### config.mk
export PLATFORM = sky130hd
export DESIGN_NAME = lane_read_capture
export DESIGN_NICKNAME = d
export VERILOG_FILES = /design/src/rtl/lane_read_capture.sv
export SDC_FILE = /design/constraint.sdc
export NUM_CORES = 1
export LEC_CHECK = 0
export ABC_AREA = 1
export BUFFER_PORTS_ARGS = -buffer_cell sky130_fd_sc_hd__buf_2
export CAP_MARGIN = 25
export CORE_ASPECT_RATIO = 0.7
export CORE_MARGIN = 2
export CORE_UTILIZATION = 40
export CTS_CLUSTER_DIAMETER = 30
export DETAILED_ROUTE_END_ITERATION = 12
export HOLD_SLACK_MARGIN = 0.1
export MAX_ROUTING_LAYER = met4
export PLACE_DENSITY_LB_ADDON = 0.15
export SETUP_SLACK_MARGIN = 0.5
export SLEW_MARGIN = 15
export SYNTH_ARGS = -nofsm -noshare
export SYNTH_HDL_FRONTEND = slang
export SYNTH_SLANG_ARGS = --single-unit
### constraint.sdc
create_clock -name clk -period 1.4 [get_ports clk]
set_input_delay 0.14 -clock clk [delete_from_list [all_inputs] [get_ports clk]]
set_output_delay 0.14 -clock clk [all_outputs]
set_load 0.005 [all_outputs]
### src/rtl/lane_read_capture.sv
module lane_read_capture #(
  parameter int LANE_W = 8,
  parameter int LANES  = 4
) (
  input  logic                      clk,
  input  logic                      rst_n,
  input  logic [LANES*LANE_W-1:0]   rd_data,
  input  logic                      half_mode,
  input  logic                      req,
  input  logic                      mem_ready,
  output logic [LANES-1:0]          lane_en,
  output logic [LANES*LANE_W-1:0]   word_out,
  output logic                      done,
  output logic                      busy
);
  localparam int HALF = LANES / 2;

  typedef enum logic [1:0] {S_IDLE, S_FULL, S_LO, S_HI} phase_t;
  phase_t phase;

  always_ff @(posedge clk or negedge rst_n) begin
    if (!rst_n) begin
      phase <= S_IDLE;
      done  <= 1'b0;
    end else begin
      done <= 1'b0;
      case (phase)
        S_IDLE: if (req) phase <= half_mode ? S_LO : S_FULL;
        S_FULL: if (mem_ready) begin phase <= S_IDLE; done <= 1'b1; end
        S_LO:   if (mem_ready) phase <= S_HI;
        S_HI:   if (mem_ready) begin phase <= S_IDLE; done <= 1'b1; end
        default: phase <= S_IDLE;
      endcase
    end
  end

  always_comb begin
    lane_en = '0;
    case (phase)
      S_FULL: lane_en = '1;
      S_LO:   lane_en[HALF-1:0] = '1;
      S_HI:   lane_en[LANES-1:HALF] = '1;
      default: lane_en = '0;
    endcase
  end

  assign busy = (phase != S_IDLE);

  for (genvar k = 0; k < LANES; k++) begin : g_lane
    always_ff @(negedge clk or negedge rst_n) begin
      if (!rst_n)          word_out[k*LANE_W +: LANE_W] <= '0;
      else if (lane_en[k]) word_out[k*LANE_W +: LANE_W] <= rd_data[k*LANE_W +: LANE_W];
    end
  end
endmodule


==> results of run 1 <==
==> flip-flops by register name (all words and copies together), names as in the netlist <==
register,count
phase,2
done,1
word_out,32
==> repair_timing <==
action	in CTS	in global routing
endpoints found under the hold margin	3	0
resized for setup	18	1
buffers inserted	13	10
pin swaps	2	1
hold buffers	1	0
setup endpoints to repair	73	73
==> kinds of logic after synthesis <==
logic type / after synthesis
buf+inv: 14
fa+ha+maj: 5
simple gates: 64
compound gates: 1
mux: 16
flops: 35
==> cells in the final DEF, fill, tap and decap left out, drive strengths merged <==
| cell type | count |
|---|---|
| nand3 | 2 |
| dfrtn | 32 |
| clkinv | 1 |
| nand2 | 60 |
| clkbuf | 7 |
| dfrtp | 3 |
| inv | 8 |
| o21ai | 1 |
| buf | 104 |
| mux2 | 16 |
| ha | 5 |
| dlygate4sd3 | 1 |
| nor2 | 2 |
==> worst paths after layout <==
| check | start | to | slack (ps) |
|---|---|---|---|
| hold / removal | mem_ready | done | 140 |
| min in group asynchronous | rst_n | word_out[26] | 390 |
| hold reg to reg | word_out[29] | word_out[29] | 420 |
| setup reg to reg | phase[1] | word_out[8] | -590 |
| max in group asynchronous | rst_n | phase[1] | 750 |
| setup / recovery | phase[1] | word_out[8] | -590 |
==> per-layer routing <==
metal / vias to the layer above / global-route usage (%)
li1: 625 / -
met1: 573 / 18.98
met2: 43 / 27.20
met3: 4 / 5.392
met4: 0 / 4.592
met5: - / -
==> synthesized netlist by cell type <==
library cell	number
buf_4	3
nand2_2	1
dfrtn_1	32
o21ai_0	1
nor2_4	1
nor2_1	1
nand2_1	59
ha_1	5
nand3_1	2
inv_1	7
mux2_4	10
buf_6	3
dfrtp_1	3
mux2_2	6
inv_4	1
==> through the flow <==
stage / area [um^2] / setup TNS, ps / power [mW] / hold slack, ps / worst slack [ps]
2_1_floorplan: 1523 / -19840 / 3.530 / -155.6 / -741.5
3_3_place_gp: 1957 / -18480 / 4.214 / 113.4 / -642.7
3_5_place_dp: 1957 / -19320 / 4.320 / 117.3 / -679.0
4_1_cts: 2242 / -26350 / 5.738 / 147.7 / -589.5
5_1_grt: 2321 / -29570 / 6.380 / 189.6 / -634.8
6_report: 2321 / -26100 / 5.949 / 144.4 / -591.6
==> critical path: stages (launching register included) <==
cell	delay (ps)
dfrtp_1	360
inv_2	60
ha_4	300
buf_6	130
mux2_4	300
==> power by group <==
part	internal (mW)	switching (mW)	leakage, nW
combinational	2.09	1.37	0.864
sequential	1.57	0.249	0.423
clock	0.348	0.323	0.0422
==> area by class of cell <==
class / count / area, um^2
Clock buffer: 7 / 76.32
Clock inverter: 1 / 5.005
Fill cell: 306 / 1237
Inverter: 8 / 35.03
Multi-Input combinational cell: 86 / 595.6
Sequential cell: 35 / 875.8
Tap cell: 50 / 62.56
Timing Repair Buffer: 105 / 670.6
==> impl_metrics.env, run 1 <==
export IMPL_grt_pass1_wl_um=5306
export IMPL_ir_worst_vdd_mv=1.319
export IMPL_wl_met1_um=1447
export IMPL_synthTopCellsByArea="dfrtn_1 53%, nand2_1 15%, mux2_4 10%"
export IMPL_instances_no_fill=292
export IMPL_wire_per_inst_um=11.21
export IMPL_grt_pass1_vias=1205
export IMPL_cp_data_required_time_ps=830
export IMPL_skew_ps=11.99
export IMPL_wl_met2_um=1578
export IMPL_synth_compound_area_share_pct=0.3331
export IMPL_worstSetupPathType="reg -> reg"
export IMPL_slew_headroom_pct=88.06
export IMPL_portBuffers=74
export IMPL_cts_tree="done"
export IMPL_hp_class="in -> reg"
export IMPL_synth_warnings=0
export IMPL_drtIter0Drc=26
export IMPL_tightest_slew_ps=178.5
export IMPL_rsz0062_at_grt="yes"
export IMPL_hpwl_um=2192
export IMPL_htreeDepth=2
export IMPL_ys_seq_area_share_pct=58.28
export IMPL_start_util_pct=42.23
export IMPL_syn_nets=177
export IMPL_clk_pin_slew_ps=70
export IMPL_dieArea_um2=4271
export IMPL_coreArea_um2=3558
export IMPL_cts_made_buffers=5
export IMPL_synthAdderAreaFrac_pct=4.163
export IMPL_io_pins=75
export IMPL_cp_end_kind="register"
export IMPL_dr_wl_met3_um=228
export IMPL_grt_usage_pct=16.31
export IMPL_cts_buffer_depth=2
export IMPL_status="complete, but fails checks"
export IMPL_setup_worst_path_start_class="register"
export IMPL_postLayoutCoreUtil_pct=65.23
export IMPL_area_growth_pct=54.45
export IMPL_rows=18
export IMPL_yosys_mux_area_fraction_pct=14.49
export IMPL_vias=1245
export IMPL_highest_layer="met4"
export IMPL_fin_nets=283
export IMPL_drtPass1Iterations=4
export IMPL_synth_area_per_cell_um2=11.13
export IMPL_cts_sinks=35
export IMPL_clockRootBuffer="clkbuf_8"
export IMPL_die_height_um=55.28
export IMPL_netlist_cell_type_count=15
export IMPL_arrival_ps=1420
export IMPL_synth_top_family_by_area="simple AND/OR/NAND/NOR gates"
export IMPL_synth_cells=135
export IMPL_grt_overflow_total=0
export IMPL_die_x_um=77.26
export IMPL_synth_top_area_share_pct=53.29
export IMPL_drv_slew=0
export IMPL_drtAntennaViolNets=0
export IMPL_hold_viol=0
export IMPL_ff2ff_path_depth=4
export IMPL_setup_slack_ps=-591.6
export IMPL_antenna_found_initial=0
export IMPL_diodes=0
export IMPL_netlist_top_cell_by_area="dfrtn_1"
export IMPL_synth_seq_cells=35
export IMPL_synthSimpleGateAreaFrac_pct=16.82
export IMPL_drive_above_1_share_pct=56.20
export IMPL_grt_start_max_net_pins=34
export IMPL_powerDensity_nw_per_um2=2563
export IMPL_maxCapViolations=0
export IMPL_clk_latency_ps=280
export IMPL_netlist_area_um2=1503
export IMPL_routed_via_density=4.264
export IMPL_synthXorXnorAreaFrac_pct=0
export IMPL_failed_checks="negative setup slack"
export IMPL_drc=0
export IMPL_dp_cells=260
export IMPL_worstHoldPathCells=3
export IMPL_gp_congestion=0.7116
export IMPL_setup_viol=70
export IMPL_power_static_leakage_nw=1.329
export IMPL_worstPathMaxFanout=4
export IMPL_routed_wl_um=3272
Power figures use the tool's default switching activity.
==> run 2: changes to the inputs <==
--- a/config.mk
+++ b/config.mk
@@ -6,7 +6,7 @@
 export NUM_CORES = 1
 export LEC_CHECK = 0
 export ABC_AREA = 1
-export BUFFER_PORTS_ARGS = -buffer_cell sky130_fd_sc_hd__buf_2
+export BUFFER_PORTS_ARGS = -buffer_cell sky130_fd_sc_hd__buf_4
 export CAP_MARGIN = 25
 export CORE_ASPECT_RATIO = 0.7
 export CORE_MARGIN = 2
==> impl_metrics.env, run 2 (synthesis gave the netlist of run 1 again) <==
export IMPL_status="complete, but fails checks"
export IMPL_failed_checks="negative setup slack"
export IMPL_cp_end_kind="register"
export IMPL_cts_buffer_depth=2
export IMPL_grt_usage_pct=16.92
export IMPL_cts_sinks=35
export IMPL_p_total_mw=6.528
export IMPL_dp_cells=260
export IMPL_routed_via_density=4.320
export IMPL_cts_made_buffers=5
export IMPL_postPlaceCellArea_um2=2130
export IMPL_rows=18
export IMPL_drive_above_1_share_pct=57.09
export IMPL_r2r_start="phase[0]"
export IMPL_cpPeakStageDelay_ps=370
export IMPL_drc=0
export IMPL_worstPathMaxFanout=8
export IMPL_setup_slack_ps=-624.0
export IMPL_io_pins=75
export IMPL_post_place_ws_ps=-679.6
export IMPL_power_static_leakage_nw=1.414
export IMPL_grt_pass1_vias=1235
export IMPL_grt_overflow_total=0
export IMPL_fin_tns_setup_ps=-26920
export IMPL_rsz0062_at_grt="yes"
export IMPL_gp_congestion=0.7442
export IMPL_tightest_slew_ps=403.6
export IMPL_reg2reg_setup_slack_ps=-620
export IMPL_arrival_ps=1450
export IMPL_grt_start_max_net_pins=34
export IMPL_start_util_pct=42.23
export IMPL_hold_viol=0
export IMPL_dieArea_um2=4271
export IMPL_reg2reg_to="word_out[15]"
export IMPL_drtAntennaViolNets=0
export IMPL_clk_latency_ps=280
export IMPL_maxCapViolations=0
export IMPL_portBuffers=74
export IMPL_crit_chain="inv_2 > ha_4 > buf_12 > mux2_4"
export IMPL_skew_ps=12.74
export IMPL_final_area_um2=2560
export IMPL_die_height_um=55.28
export IMPL_setup_viol=70
export IMPL_powerDensity_nw_per_um2=2550
export IMPL_final_common_cell="buf_4"
export IMPL_critPathCapture="word_out[15]"
export IMPL_postLayoutCoreUtil_pct=71.94
export IMPL_hold_ws_ps=146.8
export IMPL_cp_data_required_time_ps=830
export IMPL_worstSetupPathType="reg -> reg"
export IMPL_diodes=0
export IMPL_hp_class="in -> reg"
export IMPL_instances_no_fill=297
export IMPL_die_x_um=77.26
export IMPL_clockRootBuffer="clkbuf_8"
export IMPL_fin_nets=288
export IMPL_drtPass1Iterations=4
export IMPL_antenna_found_initial=0
export IMPL_final_cell_mix="96 x buf_4, 59 x nand2_1, 32 x dfrtn_1"
export IMPL_cts_tree="done"
export IMPL_setup_worst_path_start_class="register"
export IMPL_critical_path_slowest_cell="dfrtp_1"
export IMPL_slew_headroom_pct=73.09
export IMPL_htreeDepth=2
export IMPL_clk_pin_slew_ps=70
export IMPL_grt_pass1_wl_um=5609
export IMPL_ff2ff_path_depth=4
export IMPL_wire_per_inst_um=11.88
export IMPL_ir_worst_vdd_mv=1.539
export IMPL_drtIter0Drc=46
export IMPL_crit_path_start="phase[0]"
export IMPL_coreArea_um2=3558
export IMPL_largest_register="word_out"
export IMPL_largest_register_ffs=32
export IMPL_area_growth_pct=70.36
export IMPL_vias=1283
export IMPL_largestRegisters="word_out: 32 flops, phase: 2 flops, done: 1 flops"
export IMPL_drv_slew=0
export IMPL_routed_wl_um=3527
export IMPL_hpwl_um=2283
-- run 2: cell count changes in the layout (fill, tap and decap cells not counted), sizes merged --
cell / delta
buf: +5
-- run 2: per-layer routing --
layer | wire [um] | GRT usage [%]
met1 | 1558 | 20.99
met2 | 1742 | 27.58
met3 | 202 | 5.065
met4 | 24 | 3.827
met5 | 0 | -
-- run 2: worst min path at each step --
stage,endpoint,from,cells past startpoint
final,done,mem_ready,3
after CTS,done,mem_ready,3
after global routing,done,mem_ready,3
after floorplan,done,rst_n,0
after global placement,done,rst_n,1
after detailed placement,done,rst_n,1
-- run 2: worst max-delay path: cells and delay by family, from the launching register on --
kind                     cells  cell delay, ps
adder cells (fa/ha/maj)      1             310
buffers and inverters        2             200
flip-flops                   1             370
multiplexers                 1             300
-- run 2: layout make-up --
cell class / instances / area, um^2
tap: 50 / 62.56
inverter: 8 / 35.03
sequential: 35 / 875.8
fill: 265 / 998.5
timing repair buffer: 110 / 907.1
clock buffer: 7 / 86.33
clock inverter: 1 / 5.005
multi-input combinational: 86 / 588.1
-- run 2: power by group --
| group | internal [mW] | leakage, nW | switching, mW |
|---|---|---|---|
| sequential | 1.57 | 0.423 | 0.294 |
| combinational | 2.54 | 0.943 | 1.40 |
| clock | 0.396 | 0.0482 | 0.324 |
| total | 4.51 | 1.41 | 2.02 |
-- run 2: what timing repair did --
item | 4_1_cts | 5_1_grt
buffers inserted | 16 | 12
gates cloned | 0 | 0
pin swaps | 1 | 1
endpoints found under the setup margin | 73 | 73
hold buffers | 1 | 0
resized for setup | 17 | 5
endpoints found under the hold margin | 3 | 0
